## src/rtl/cfm_pkg.sv

```systemverilog
package cfm_pkg;

    localparam int N_FIELD = 13;
    localparam int FIELD_W = 2;
    localparam int VEC_W   = N_FIELD * FIELD_W;
    localparam int ST_W    = 3;
    localparam int N_SLOT  = 6;
    localparam int OPC_W   = 4;

    typedef logic [VEC_W-1:0] ctl_vec_t;

    typedef enum logic [ST_W-1:0] {
        S_FETCH = 3'd0,
        S_ADD0  = 3'd1,
        S_ADD1  = 3'd2,
        S_ADD2  = 3'd3,
        S_LOAD0 = 3'd4,
        S_MULT0 = 3'd5,
        S_FAULT = 3'd7
    } mon_state_e;

    localparam logic [OPC_W-1:0] OPC_NOP  = 4'd0;
    localparam logic [OPC_W-1:0] OPC_ADD  = 4'd1;
    localparam logic [OPC_W-1:0] OPC_LOAD = 4'd2;
    localparam logic [OPC_W-1:0] OPC_MULT = 4'd3;

    typedef struct packed {
        mon_state_e nxt;
        logic       bad;
        logic       done;
    } step_res_t;

    function automatic ctl_vec_t put_field(ctl_vec_t v, int idx, int val);
        ctl_vec_t r;
        r = v;
        r[idx*FIELD_W +: FIELD_W] = FIELD_W'(val);
        return r;
    endfunction

    function automatic ctl_vec_t default_pattern(int slot);
        ctl_vec_t v;
        v = '0;
        case (slot)
            0: v = put_field(v, 10, 1);
            1: begin
                v = put_field(v, 1, 2); v = put_field(v, 2, 1);
                v = put_field(v, 6, 1); v = put_field(v, 7, 1);
            end
            2: begin
                v = put_field(v, 3, 1); v = put_field(v, 4, 1);
            end
            3: begin
                v = put_field(v, 1, 1); v = put_field(v, 3, 1);
                v = put_field(v, 5, 1);
            end
            4: begin
                v = put_field(v, 4, 1); v = put_field(v, 6, 1);
            end
            5: begin
                v = put_field(v, 1, 3); v = put_field(v, 3, 1);
            end
            default: v = '0;
        endcase
        return v;
    endfunction

endpackage

```

## src/rtl/cfm_pattern_table.sv

```systemverilog
module cfm_pattern_table
    import cfm_pkg::*;
(
    input  logic                clk,
    input  logic                rst,
    input  logic                wr_en,
    input  logic [ST_W-1:0]     wr_sel,
    input  ctl_vec_t            wr_vec,
    input  logic [ST_W-1:0]     rd_sel,
    output ctl_vec_t            rd_vec
);

    ctl_vec_t slot_q [N_SLOT];

    for (genvar g = 0; g < N_SLOT; g++) begin : g_slot
        always_ff @(posedge clk) begin
            if (rst)
                slot_q[g] <= default_pattern(g);
            else if (wr_en && (wr_sel == ST_W'(g)))
                slot_q[g] <= wr_vec;
        end
    end

    always_comb begin
        rd_vec = '0;
        for (int i = 0; i < N_SLOT; i++)
            if (rd_sel == ST_W'(i))
                rd_vec = slot_q[i];
    end

endmodule

```

## src/rtl/cfm_step_check.sv

```systemverilog
module cfm_step_check
    import cfm_pkg::*;
(
    input  mon_state_e          st,
    input  ctl_vec_t            obs_vec,
    input  ctl_vec_t            exp_vec,
    input  logic [OPC_W-1:0]    opcode,
    output step_res_t           res
);

    logic match;
    assign match = (obs_vec == exp_vec);

    always_comb begin
        res.nxt  = st;
        res.bad  = 1'b0;
        res.done = 1'b0;
        unique case (st)
            S_FETCH: begin
                if (!match) begin
                    res.bad = 1'b1;
                end else begin
                    case (opcode)
                        OPC_NOP:  res.done = 1'b1;
                        OPC_ADD:  res.nxt  = S_ADD0;
                        OPC_LOAD: res.nxt  = S_LOAD0;
                        OPC_MULT: res.nxt  = S_MULT0;
                        default:  res.bad  = 1'b1;
                    endcase
                end
            end
            S_ADD0: if (match) res.nxt = S_ADD1; else res.bad = 1'b1;
            S_ADD1: if (match) res.nxt = S_ADD2; else res.bad = 1'b1;
            S_ADD2, S_LOAD0, S_MULT0: begin
                if (match) begin
                    res.nxt  = S_FETCH;
                    res.done = 1'b1;
                end else begin
                    res.bad = 1'b1;
                end
            end
            S_FAULT: res.nxt = S_FAULT;
            default: res.bad = 1'b1;
        endcase
        if (res.bad) begin
            res.nxt  = S_FAULT;
            res.done = 1'b0;
        end
    end

endmodule

```

## src/rtl/cfm_seq.sv

```systemverilog
module cfm_seq
    import cfm_pkg::*;
(
    input  logic        clk,
    input  logic        rst,
    input  step_res_t   res,
    input  ctl_vec_t    obs_vec,
    output mon_state_e  st_q,
    output logic [ST_W-1:0] cap_state,
    output ctl_vec_t    cap_vec
);

    always_ff @(posedge clk) begin
        if (rst) begin
            st_q      <= S_FETCH;
            cap_state <= '0;
            cap_vec   <= '0;
        end else begin
            st_q <= res.nxt;
            if (res.bad && st_q != S_FAULT) begin
                cap_state <= st_q;
                cap_vec   <= obs_vec;
            end
        end
    end

endmodule

```

## src/rtl/cfm_monitor.sv

```systemverilog
module cfm_monitor
    import cfm_pkg::*;
(
    input  logic                clk,
    input  logic                rst,
    input  logic [VEC_W-1:0]    ctl_vec,
    input  logic [OPC_W-1:0]    opcode,
    input  logic                pgm_en,
    input  logic [ST_W-1:0]     pgm_sel,
    input  logic [VEC_W-1:0]    pgm_vec,
    output logic                fault,
    output logic                halt_req,
    output logic                instr_done,
    output logic [ST_W-1:0]     flt_state,
    output logic [VEC_W-1:0]    flt_vec
);

    mon_state_e st_q;
    ctl_vec_t   exp_vec;
    step_res_t  res;

    cfm_pattern_table u_tbl (
        .clk    (clk),
        .rst    (rst),
        .wr_en  (pgm_en),
        .wr_sel (pgm_sel),
        .wr_vec (pgm_vec),
        .rd_sel (st_q),
        .rd_vec (exp_vec)
    );

    cfm_step_check u_chk (
        .st      (st_q),
        .obs_vec (ctl_vec),
        .exp_vec (exp_vec),
        .opcode  (opcode),
        .res     (res)
    );

    cfm_seq u_seq (
        .clk       (clk),
        .rst       (rst),
        .res       (res),
        .obs_vec   (ctl_vec),
        .st_q      (st_q),
        .cap_state (flt_state),
        .cap_vec   (flt_vec)
    );

    assign fault      = (st_q == S_FAULT) || res.bad;
    assign halt_req   = fault;
    assign instr_done = res.done;

endmodule

```

## config.mk

```make
export PLATFORM = sky130hd
export DESIGN_NAME = cfm_monitor
export DESIGN_NICKNAME = d
export VERILOG_FILES = /design/src/rtl/cfm_pkg.sv /design/src/rtl/cfm_pattern_table.sv /design/src/rtl/cfm_step_check.sv /design/src/rtl/cfm_seq.sv /design/src/rtl/cfm_monitor.sv
export SDC_FILE = /design/constraint.sdc
export NUM_CORES = 1
export LEC_CHECK = 0
export BUFFER_PORTS_ARGS = -buffer_cell sky130_fd_sc_hd__clkbuf_2
export CAP_MARGIN = 5
export CORE_MARGIN = 2
export CORE_UTILIZATION = 59
export CTS_BUF_LIST = sky130_fd_sc_hd__clkbuf_4 sky130_fd_sc_hd__clkbuf_8 sky130_fd_sc_hd__clkbuf_16
export CTS_CLUSTER_DIAMETER = 60
export DETAILED_ROUTE_END_ITERATION = 10
export PLACE_DENSITY = 0.78
export SLEW_MARGIN = 15
export SYNTH_ARGS = -nofsm -noshare
export SYNTH_HDL_FRONTEND = slang
export SYNTH_HIERARCHICAL = 1
export SYNTH_SLANG_ARGS = --single-unit
```

## constraint.sdc

```tcl
create_clock -name clk -period 3.7 [get_ports clk]
set_input_delay 0.185 -clock clk [delete_from_list [all_inputs] [get_ports clk]]
set_output_delay 0.185 -clock clk [all_outputs]
set_load 0.01 [all_outputs]
```

# --- Word level (Yosys, flattened, before mapping) ---
# Memory sizes are Yosys's and may differ from the RTL's.
# Cells that the tools add are included.
word_totals:
  input_bits: 62
  ram_bits: 156
  elab_cells: 95
  ff_bits: 32
  output_inout_bits: 32
  mem_count: 1
classes:
  n_eq_ne: 21
  bitwise_logic: 6
  muxes: 48
  reduce_logical: 16
mem_list:
  columns: ["memory", "words", "width", "read_ports", "rd_clocked_by_memory_dff", "write_ports", "line_no", "text"]
  rows:
  - ["u_tbl.slot_q", 6, 26, 6, 0, 6, "cfm_pattern_table.sv:13", "ctl_vec_t slot_q [N_SLOT];"]
ops:
  columns: ["cell", "count"]
  rows:
  - ["$mux 26", 12]
  - ["$mux 1", 27]
  - ["$eq 26x26->1", 1]
  - ["$eq 3x3->1 const B", 5]
  - ["$mux 3", 5]
  - ["$pmux 3 s5", 1]
  - ["$eq 3x2->1 const B", 4]
  - ["$ne 3x2->1 const B", 4]
  - ["$pmux 3 s3", 1]
  - ["$eq 4x2->1 const B", 2]
  - ["$logic_and 1x1->1", 7]
  - ["$eq 3x1->1 const B", 2]
  - ["$logic_not 3->1", 2]
  - ["$or 1x1->1", 6]
  - ["$reduce_and 6->1", 1]
  - ["$reduce_bool 6->1", 1]
  - ["$ne 5x5->1 const B", 1]
  - ["$reduce_or 5->1", 1]
  - ["$eq 4x1->1 const B", 1]
  - ["$logic_not 4->1", 1]
  - ["$reduce_or 4->1", 1]
  - ["$ne 3x3->1 const B", 1]
  - ["$pmux 1 s3", 1]
  - ["$reduce_or 3->1", 1]
  - ["other kinds (2)", 2]

# --- Depth between registers and ports, before layout ---
# Gate-level depths: netlist of the first run.
depth:
  depth_word: 12
  mapped_depth: 15
  ltp_nobuf: 10

# --- Modules after synthesis ---
# Netlist of the first run, hierarchy kept.
modules_own_cells:
  columns: ["module", "cells_per_inst", "seq_area_each_um2", "n_inst", "area_per_inst_um2"]
  rows:
  - ["cfm_pattern_table", 510, 4684.5, 1, 7064.3]
  - ["cfm_seq", 130, 640.6, 1, 1249.9]
  - ["cfm_step_check", 57, 0.0, 1, 415.4]
  - ["cfm_monitor", 2, 0.0, 1, 16.3]

# --- Worst setup path before layout of the first run ---
# No wires, ideal clock.
synth_path:
  path_kind: "reg2reg"
  from: "reg u_seq.st_q[1]"
  to: "reg u_seq.cap_vec[10]"
  required_ns: 3.582
  setup_time_ns: 0.118
  synth_period_minus_slack_ns: 3.037
  stages_incl_launch_ff: 16
  arrival_time_ns: 2.919
  n_path_buf: 5
  slack_ns: 0.663
  cell_sequence: "dfxtp_1 -> buf_2 -> nand2b_1 -> buf_2 -> clkbuf_1 -> o32ai_1 -> a221oi_1 -> xnor2_1 -> nand4_1 -> nor4_4 -> a2bb2oi_1 -> inv_2 -> a31oi_2 -> buf_6 -> buf_12 -> mux2i_1"
synth_rtl:
  columns: ["element", "line_no", "text"]
  rows:
  - ["from (decl)", "cfm_seq.sv:8", "output mon_state_e st_q,"]
  - ["from (signal assigned)", "cfm_seq.sv:19", "st_q <= res.nxt;"]
  - ["to (signal assigned)", "cfm_seq.sv:22", "cap_vec <= obs_vec;"]
  - ["to (decl)", "cfm_seq.sv:10", "output ctl_vec_t cap_vec"]

==> results of run 1 <==
## registers in the layout (all words and copies together), names as in the netlist
| signal | cells |
|---|---|
| u_seq/cap_state | 3 |
| u_seq/cap_vec | 26 |
| u_seq/st_q | 3 |
| u_tbl/slot_q | 156 |
## per-stage QoR
stage	instances	hold WS, ps
finish	982	13.3
global route	982	9.97
CTS	980	1.83
detailed placement	948	450
global placement	948	441
floorplan	699	257
## metal layers
layer  global-route usage, %  vias up
met5                       0        -
li1                        -     2761
met3                    5.14       56
met2                    43.5      389
met4                    12.5        0
met1                    39.0     2995
## cell families after synthesis
group / share of synthesized area (%)
multiplexers: 6.32
XOR/XNOR: 2.60
AO/OA/AOI/OAI: 10.3
buffers and inverters: 3.48
flip-flops: 60.9
AND/OR/NAND/NOR: 16.4
## worst max-delay path: stages (launching register included)
cell	delay (ps)
sky130_fd_sc_hd__dfxtp_1	350
sky130_fd_sc_hd__buf_4	270
sky130_fd_sc_hd__nand2b_1	200
sky130_fd_sc_hd__buf_12	200
sky130_fd_sc_hd__o32ai_1	90
sky130_fd_sc_hd__a221oi_1	340
sky130_fd_sc_hd__xnor2_1	200
sky130_fd_sc_hd__nand4_1	200
sky130_fd_sc_hd__a2111oi_2	370
sky130_fd_sc_hd__a2bb2oi_1	150
sky130_fd_sc_hd__buf_4	160
sky130_fd_sc_hd__a31o_1	210
sky130_fd_sc_hd__clkbuf_2	140
## synth_stat cells, drive strengths merged, types with 2 or more instances
library cell  instances
and2                141
a221oi               26
o32ai                26
o21ai                30
nand4                 7
nand2b                8
nor2                  7
inv                   7
o221a                 2
edfxtp              156
nor2b                 4
or2b                  2
o22ai                27
mux2i                26
nand3                 2
a31o                  5
buf                  24
nand2                57
xnor2                26
nor3                  6
dfxtp                32
or3                   8
mux2                 26
or2                   2
a21oi                 3
clkbuf               28
nor4                  2
## final timing paths
path                          from                  to  slack, ps  cells past startpoint
setup / recovery     u_seq/st_q[1]            halt_req        200                     12
hold / removal         ctl_vec[16]   u_seq/cap_vec[16]         10                      3
hold reg to reg   u_seq/cap_vec[6]    u_seq/cap_vec[6]        460                      2
setup reg to reg     u_seq/st_q[1]  u_seq/cap_state[1]        450                     12
## final cells by class
type	instances	share of cell area [%]
tap	184	2.28
sequential	188	52.8
inverter	8	0.297
clock buffer	18	4.29
multi-input combinational	452	31.8
clock inverter	14	1.66
timing repair buffer	118	6.88
## power groups by stage
stage	logic [W]	registers, W	clock network, W
finish	0.000538	0.00248	0.00185
global route	0.000573	0.00249	0.00196
CTS	0.000519	0.00248	0.00187
detailed placement	0.000514	0.00252	0
global placement	0.000501	0.00251	0
floorplan	0.000302	0.00252	0
## what timing repair did
item                                    4_1_cts  5_1_grt
hold buffers                                  0        0
setup buffers                                 0        1
endpoints found under the hold margin         0        0
gates resized for setup                       0       10
endpoints found under the setup margin        0       30
==> summary.json, run 1 <==
{
  "worst_setup_ep_type": "primary output",
  "wl_met2_um": 10200,
  "period_utilisation_layout_pct": 94.5,
  "critical_path.max_fanout": 26,
  "die_h_um": 126,
  "multiInputGateArea_um2": 3210,
  "yosys_synthesis_warning_count": 6,
  "cp.required_ps": 3510,
  "layout.cell_area.non_filler_um2": 10100,
  "layout_area_growth_over_synthesis_pct": 15.4,
  "status": "completed",
  "cts_inserted_buffers": 17,
  "mappedNetlistArea_um2": 8750,
  "final_layout_setup_total_negative_slack_ps": 0,
  "via_density_per_instance": 6.31,
  "layout.cells.most_common": "sky130_fd_sc_hd__edfxtp_1",
  "yosys_most_used_dff": "sky130_fd_sc_hd__edfxtp_1",
  "period_needed_ps": 3500,
  "area.sequential_um2": 5330,
  "post_drt_antenna_nets": 0,
  "grt_first_pass_wirelength_um": 33600,
  "route.detailed.wl_per_inst_um": 22.3,
  "ys_top_cells_by_area": "sky130_fd_sc_hd__edfxtp_1 (54%), sky130_fd_sc_hd__and2_1 (10%), sky130_fd_sc_hd__dfxtp_1 (7.3%)",
  "criticalPathCategory": "flip-flop to primary output",
  "placement_stage_cell_area_um2": 9420,
  "floorplan.initialDensity_pct": 60.2,
  "clkLatencyLatePin_ps": 430,
  "maxUsedRoutingLayer": "met4",
  "synth_async_sr_flop_share_pct": 0,
  "io_buffer_count": 93,
  "cts_clk_pin_slew_worst_paths_ps": 70,
  "io_pins": 94,
  "final_hold_viol_count": 0,
  "drt_drc_violations_left": 0,
  "timing.critical_path.from_type": "flip-flop",
  "detail_route.wirelength.met1_um": 8990,
  "cts_num_sinks": 188,
  "cts_max_path_buffers": 2,
  "report.power.total_w": 0.00487,
  "irDropWorstVdd_mv": 0.399,
  "wl_met3_um": 2090,
  "layout.cells.most_common_list": "sky130_fd_sc_hd__edfxtp_1 (156), sky130_fd_sc_hd__and2_1 (141), sky130_fd_sc_hd__clkbuf_2 (93), sky130_fd_sc_hd__nand2_1 (57), sky130_fd_sc_hd__dfxtp_1 (31)",
  "timing.slew.headroom_pct": 19.6,
  "comb_power_share_pct": 11.1,
  "syn_inst": 699,
  "yosys.cell_types.count": 47,
  "grt_start_max_net_pins": 56,
  "max_slew.worst_pin.slew_ps": 1200,
  "cellInternalPower_w": 0.00371,
  "drt_wl_total_um": 21900,
  "detailedRoute.firstPassIterationCount": 5,
  "power_frac_seq_pct": 50.9,
  "num_vias": 6201,
  "fmax_mhz": 286,
  "fraction_of_layout_cells_with_a_size_suffix_above_1_pct": 25.7,
  "finalClockSkew_ps": 9.78,
  "final_critical_path_setup_slack_ps": 204,
  "globalRoute.totalOverflow": 0,
  "cts.root.buffer_cell": "sky130_fd_sc_hd__clkbuf_16",
  "first_global_vias": 6069,
  "grt.total_usage_pct": 28.0,
  "pre_cts_slack_ps": 43.7,
  "postSynthNetCount": 761,
  "share_clk_of_total_power_pct": 38.0,
  "core-area_um2": 14500,
  "dp.final_hpwl_um": 13400,
  "synth_sequential_area_ratio_pct": 60.9,
  "powerDensity_nw_per_um2": 482,
  "die_outline_area_um2": 15800,
  "final_max_slew_viol_count": 0,
  "filler_cell_count": 1026,
  "synth-seq-cells": 188,
  "design.final.nets": 847,
  "syn-mean-instance-area_um2": 12.5,
  "p_sw_share_pct": 23.7,
  "grt_antenna_before_repair": 0,
  "synth-edff-count": 156,
  "final_util_pct": 69.5,
  "cts_tree": "done",
  "crit_arrival_ps": 3310,
  "gp_routability_congestion": 0.892,
  "cts-htree-levels": 4,
  "yosys.area.top_type": "sky130_fd_sc_hd__edfxtp_1",
  "hp-class": "input pin to flip-flop",
  "net-switching-power_w": 0.00115,
  "power.leakage_nw": 3.80,
  "drt_iter0_markers": 671,
  "finalSetupViolations": 0,
  "fp.dieW_um": 126,
  "max_cap_viol_count": 0,
  "netlist.area_leader.share_pct": 53.6,
  "antenna_cells_inserted": 0,
  "placementRows": 44
}
Power figures use the tool's default switching activity.
==> inputs of run 2 (changes only) <==
--- a/config.mk
+++ b/config.mk
@@ -6,12 +6,12 @@
 export NUM_CORES = 1
 export LEC_CHECK = 0
 export BUFFER_PORTS_ARGS = -buffer_cell sky130_fd_sc_hd__clkbuf_2
-export CAP_MARGIN = 5
 export CORE_MARGIN = 2
 export CORE_UTILIZATION = 59
 export CTS_BUF_LIST = sky130_fd_sc_hd__clkbuf_4 sky130_fd_sc_hd__clkbuf_8 sky130_fd_sc_hd__clkbuf_16
 export CTS_CLUSTER_DIAMETER = 60
 export DETAILED_ROUTE_END_ITERATION = 10
+export GPL_TIMING_DRIVEN = 0
 export PLACE_DENSITY = 0.78
 export SLEW_MARGIN = 15
 export SYNTH_ARGS = -nofsm -noshare
==> summary.json, run 2 (same netlist as run 1, synthesis figures left out) <==
{
  "largest_register_ff_count": 156,
  "cts_clk_pin_slew_worst_paths_ps": 60,
  "cts_max_path_buffers": 2,
  "die_h_um": 126,
  "powerDensity_nw_per_um2": 458,
  "final_layout_setup_total_negative_slack_ps": 0,
  "critical_path.max_stage_delay_ps": 420,
  "critPathBufInv": 4,
  "final_hold_viol_count": 0,
  "power.leakage_nw": 3.89,
  "fp.dieW_um": 126,
  "timing.slew.headroom_pct": 36.5,
  "pre_cts_slack_ps": -182,
  "max_cap_viol_count": 0,
  "num_vias": 6120,
  "final_util_pct": 71.3,
  "top_register": "u_tbl/slot_q",
  "cts-htree-levels": 4,
  "core-area_um2": 14500,
  "reg_top3": "u_tbl/slot_q (156), u_seq/cap_vec (26)",
  "r2r-start": "u_seq/st_q[2]",
  "dp.final_hpwl_um": 14200,
  "grt_start_max_net_pins": 27,
  "placementRows": 44,
  "cts_tree": "done",
  "cts_inserted_buffers": 17,
  "worstHoldStart": "ctl_vec[13]",
  "regToRegSetupSlack_ps": 510,
  "period_needed_ps": 3570,
  "layout.cell_area.non_filler_um2": 10400,
  "antenna_cells_inserted": 0,
  "fraction_of_layout_cells_with_a_size_suffix_above_1_pct": 27.9,
  "slowest_cell_on_the_critical_path": "sky130_fd_sc_hd__dfxtp_4",
  "timing.critical_path.from_type": "flip-flop",
  "crit_arrival_ps": 3390,
  "gp_routability_congestion": 0.913,
  "layout.cells.most_common_list": "sky130_fd_sc_hd__edfxtp_1 (156), sky130_fd_sc_hd__and2_1 (141), sky130_fd_sc_hd__clkbuf_2 (98), sky130_fd_sc_hd__nand2_1 (57), sky130_fd_sc_hd__o21ai_0 (30)",
  "globalRoute.totalOverflow": 0,
  "finalClockSkew_ps": 7.50,
  "grt.total_usage_pct": 26.2,
  "cp_cell_sequence": "buf_4 > buf_4 > mux2_2 > o32ai_2 > a221oi_1 > xnor2_1 > nand4_1 > nor4_4 > a2bb2oi_2 > a31o_1 > buf_4 > clkbuf_2",
  "layout_area_growth_over_synthesis_pct": 18.5,
  "io_pins": 94,
  "drt_wl_total_um": 20300,
  "criticalPathCategory": "flip-flop to primary output",
  "first_global_vias": 5960,
  "final_critical_path_setup_slack_ps": 128,
  "final_max_slew_viol_count": 0,
  "critical_path.most_common_cell": "sky130_fd_sc_hd__buf_4",
  "layout.cells.most_common": "sky130_fd_sc_hd__edfxtp_1",
  "crit_path_max_delay_family": "buffers and inverters",
  "via_density_per_instance": 6.02,
  "cp_startpoint": "u_seq/st_q[2]",
  "cts.root.buffer_cell": "sky130_fd_sc_hd__clkbuf_16",
  "detailedRoute.firstPassIterationCount": 5,
  "io_buffer_count": 91,
  "clkLatencyLatePin_ps": 430,
  "worst_setup_ep_type": "primary output",
  "report.power.total_w": 0.00475,
  "grt_antenna_before_repair": 0,
  "grt_first_pass_wirelength_um": 31400,
  "status": "completed",
  "cts_num_sinks": 188,
  "hp-class": "input pin to flip-flop",
  "irDropWorstVdd_mv": 0.372,
  "cp.required_ps": 3510,
  "finalSetupViolations": 0,
  "route.detailed.wl_per_inst_um": 19.9,
  "floorplan.initialDensity_pct": 60.2,
  "drt_iter0_markers": 463,
  "fmax_mhz": 280,
  "post_drt_antenna_nets": 0,
  "drt_drc_violations_left": 0,
  "design.final.nets": 882,
  "placement_stage_cell_area_um2": 9440,
  "filler_cell_count": 977,
  "max_slew.worst_pin.slew_ps": 952,
  "period_utilisation_layout_pct": 96.5,
  "die_outline_area_um2": 15800,
  "critical_path.max_fanout": 12
}
-- run 2: cell type report --
class | count | area [µm²] | area share (%)
plain buffers | 51 | 318 | 3.07
clock buffers | 19 | 440 | 4.25
clock inverters | 13 | 118 | 1.13
inverters | 8 | 33.8 | 0.326
multi-input cells | 451 | 3320 | 32.0
flip-flops and latches | 188 | 5330 | 51.5
well taps | 184 | 230 | 2.22
repair buffers | 103 | 571 | 5.51
-- run 2: what timing repair did --
action | 4_1_cts | 5_1_grt
hold endpoints to repair | 12 | 0
setup buffers | 0 | 2
hold buffers | 10 | 0
pin swaps | 4 | 7
endpoints found under the setup margin | 31 | 3
resized for setup | 39 | 22
-- run 2: worst reg2reg max path, stage by stage (launching register included) --
cell and delay (ps):
sky130_fd_sc_hd__dfxtp_4 420, sky130_fd_sc_hd__buf_4 210, sky130_fd_sc_hd__buf_4 220, sky130_fd_sc_hd__mux2_2 380, sky130_fd_sc_hd__o32ai_2 190, sky130_fd_sc_hd__a221oi_1 110
sky130_fd_sc_hd__xnor2_1 260, sky130_fd_sc_hd__nand4_1 180, sky130_fd_sc_hd__nor4_4 390, sky130_fd_sc_hd__a2bb2oi_2 130, sky130_fd_sc_hd__inv_2 100, sky130_fd_sc_hd__a31oi_2 40
sky130_fd_sc_hd__buf_6 170, sky130_fd_sc_hd__buf_12 160, sky130_fd_sc_hd__mux2i_1 120
-- run 2: path summary, 6_finish.rpt --
path / endpoint / cells after the start
hold reg to reg: u_seq/cap_vec[24] / 2
hold / removal: u_seq/cap_vec[13] / 3
setup reg to reg: u_seq/cap_vec[10] / 14
setup / recovery: halt_req / 12
-- run 2: routing by layer --
| layer | wire length [µm] | vias up | global-route usage, % | share of wire, % |
|---|---|---|---|---|
| li1 | - | 2836 | - | - |
| met1 | 8690 | 2943 | 37.0 | 43 |
| met2 | 9520 | 303 | 40.2 | 47 |
| met3 | 1560 | 38 | 5.14 | 7.7 |
| met4 | 531 | 0 | 10.7 | 2.6 |
| met5 | 0 | - | 0 | 0 |
-- run 2: metrics by stage --
step / hold slack, ps / std cells
5_1_grt: 5.77 / 1017
6_report: 14.7 / 1017
3_3_place_gp: 441 / 974
4_1_cts: 0.239 / 1016
3_5_place_dp: 449 / 974
2_1_floorplan: 257 / 699
-- run 2: power breakdown --
part,internal [W],switching [W],leakage [nW]
combinational,0.000225,0.000328,1.85
sequential,0.00243,0.0000504,1.78
clock,0.000943,0.000768,0.266
total,0.00360,0.00115,3.89
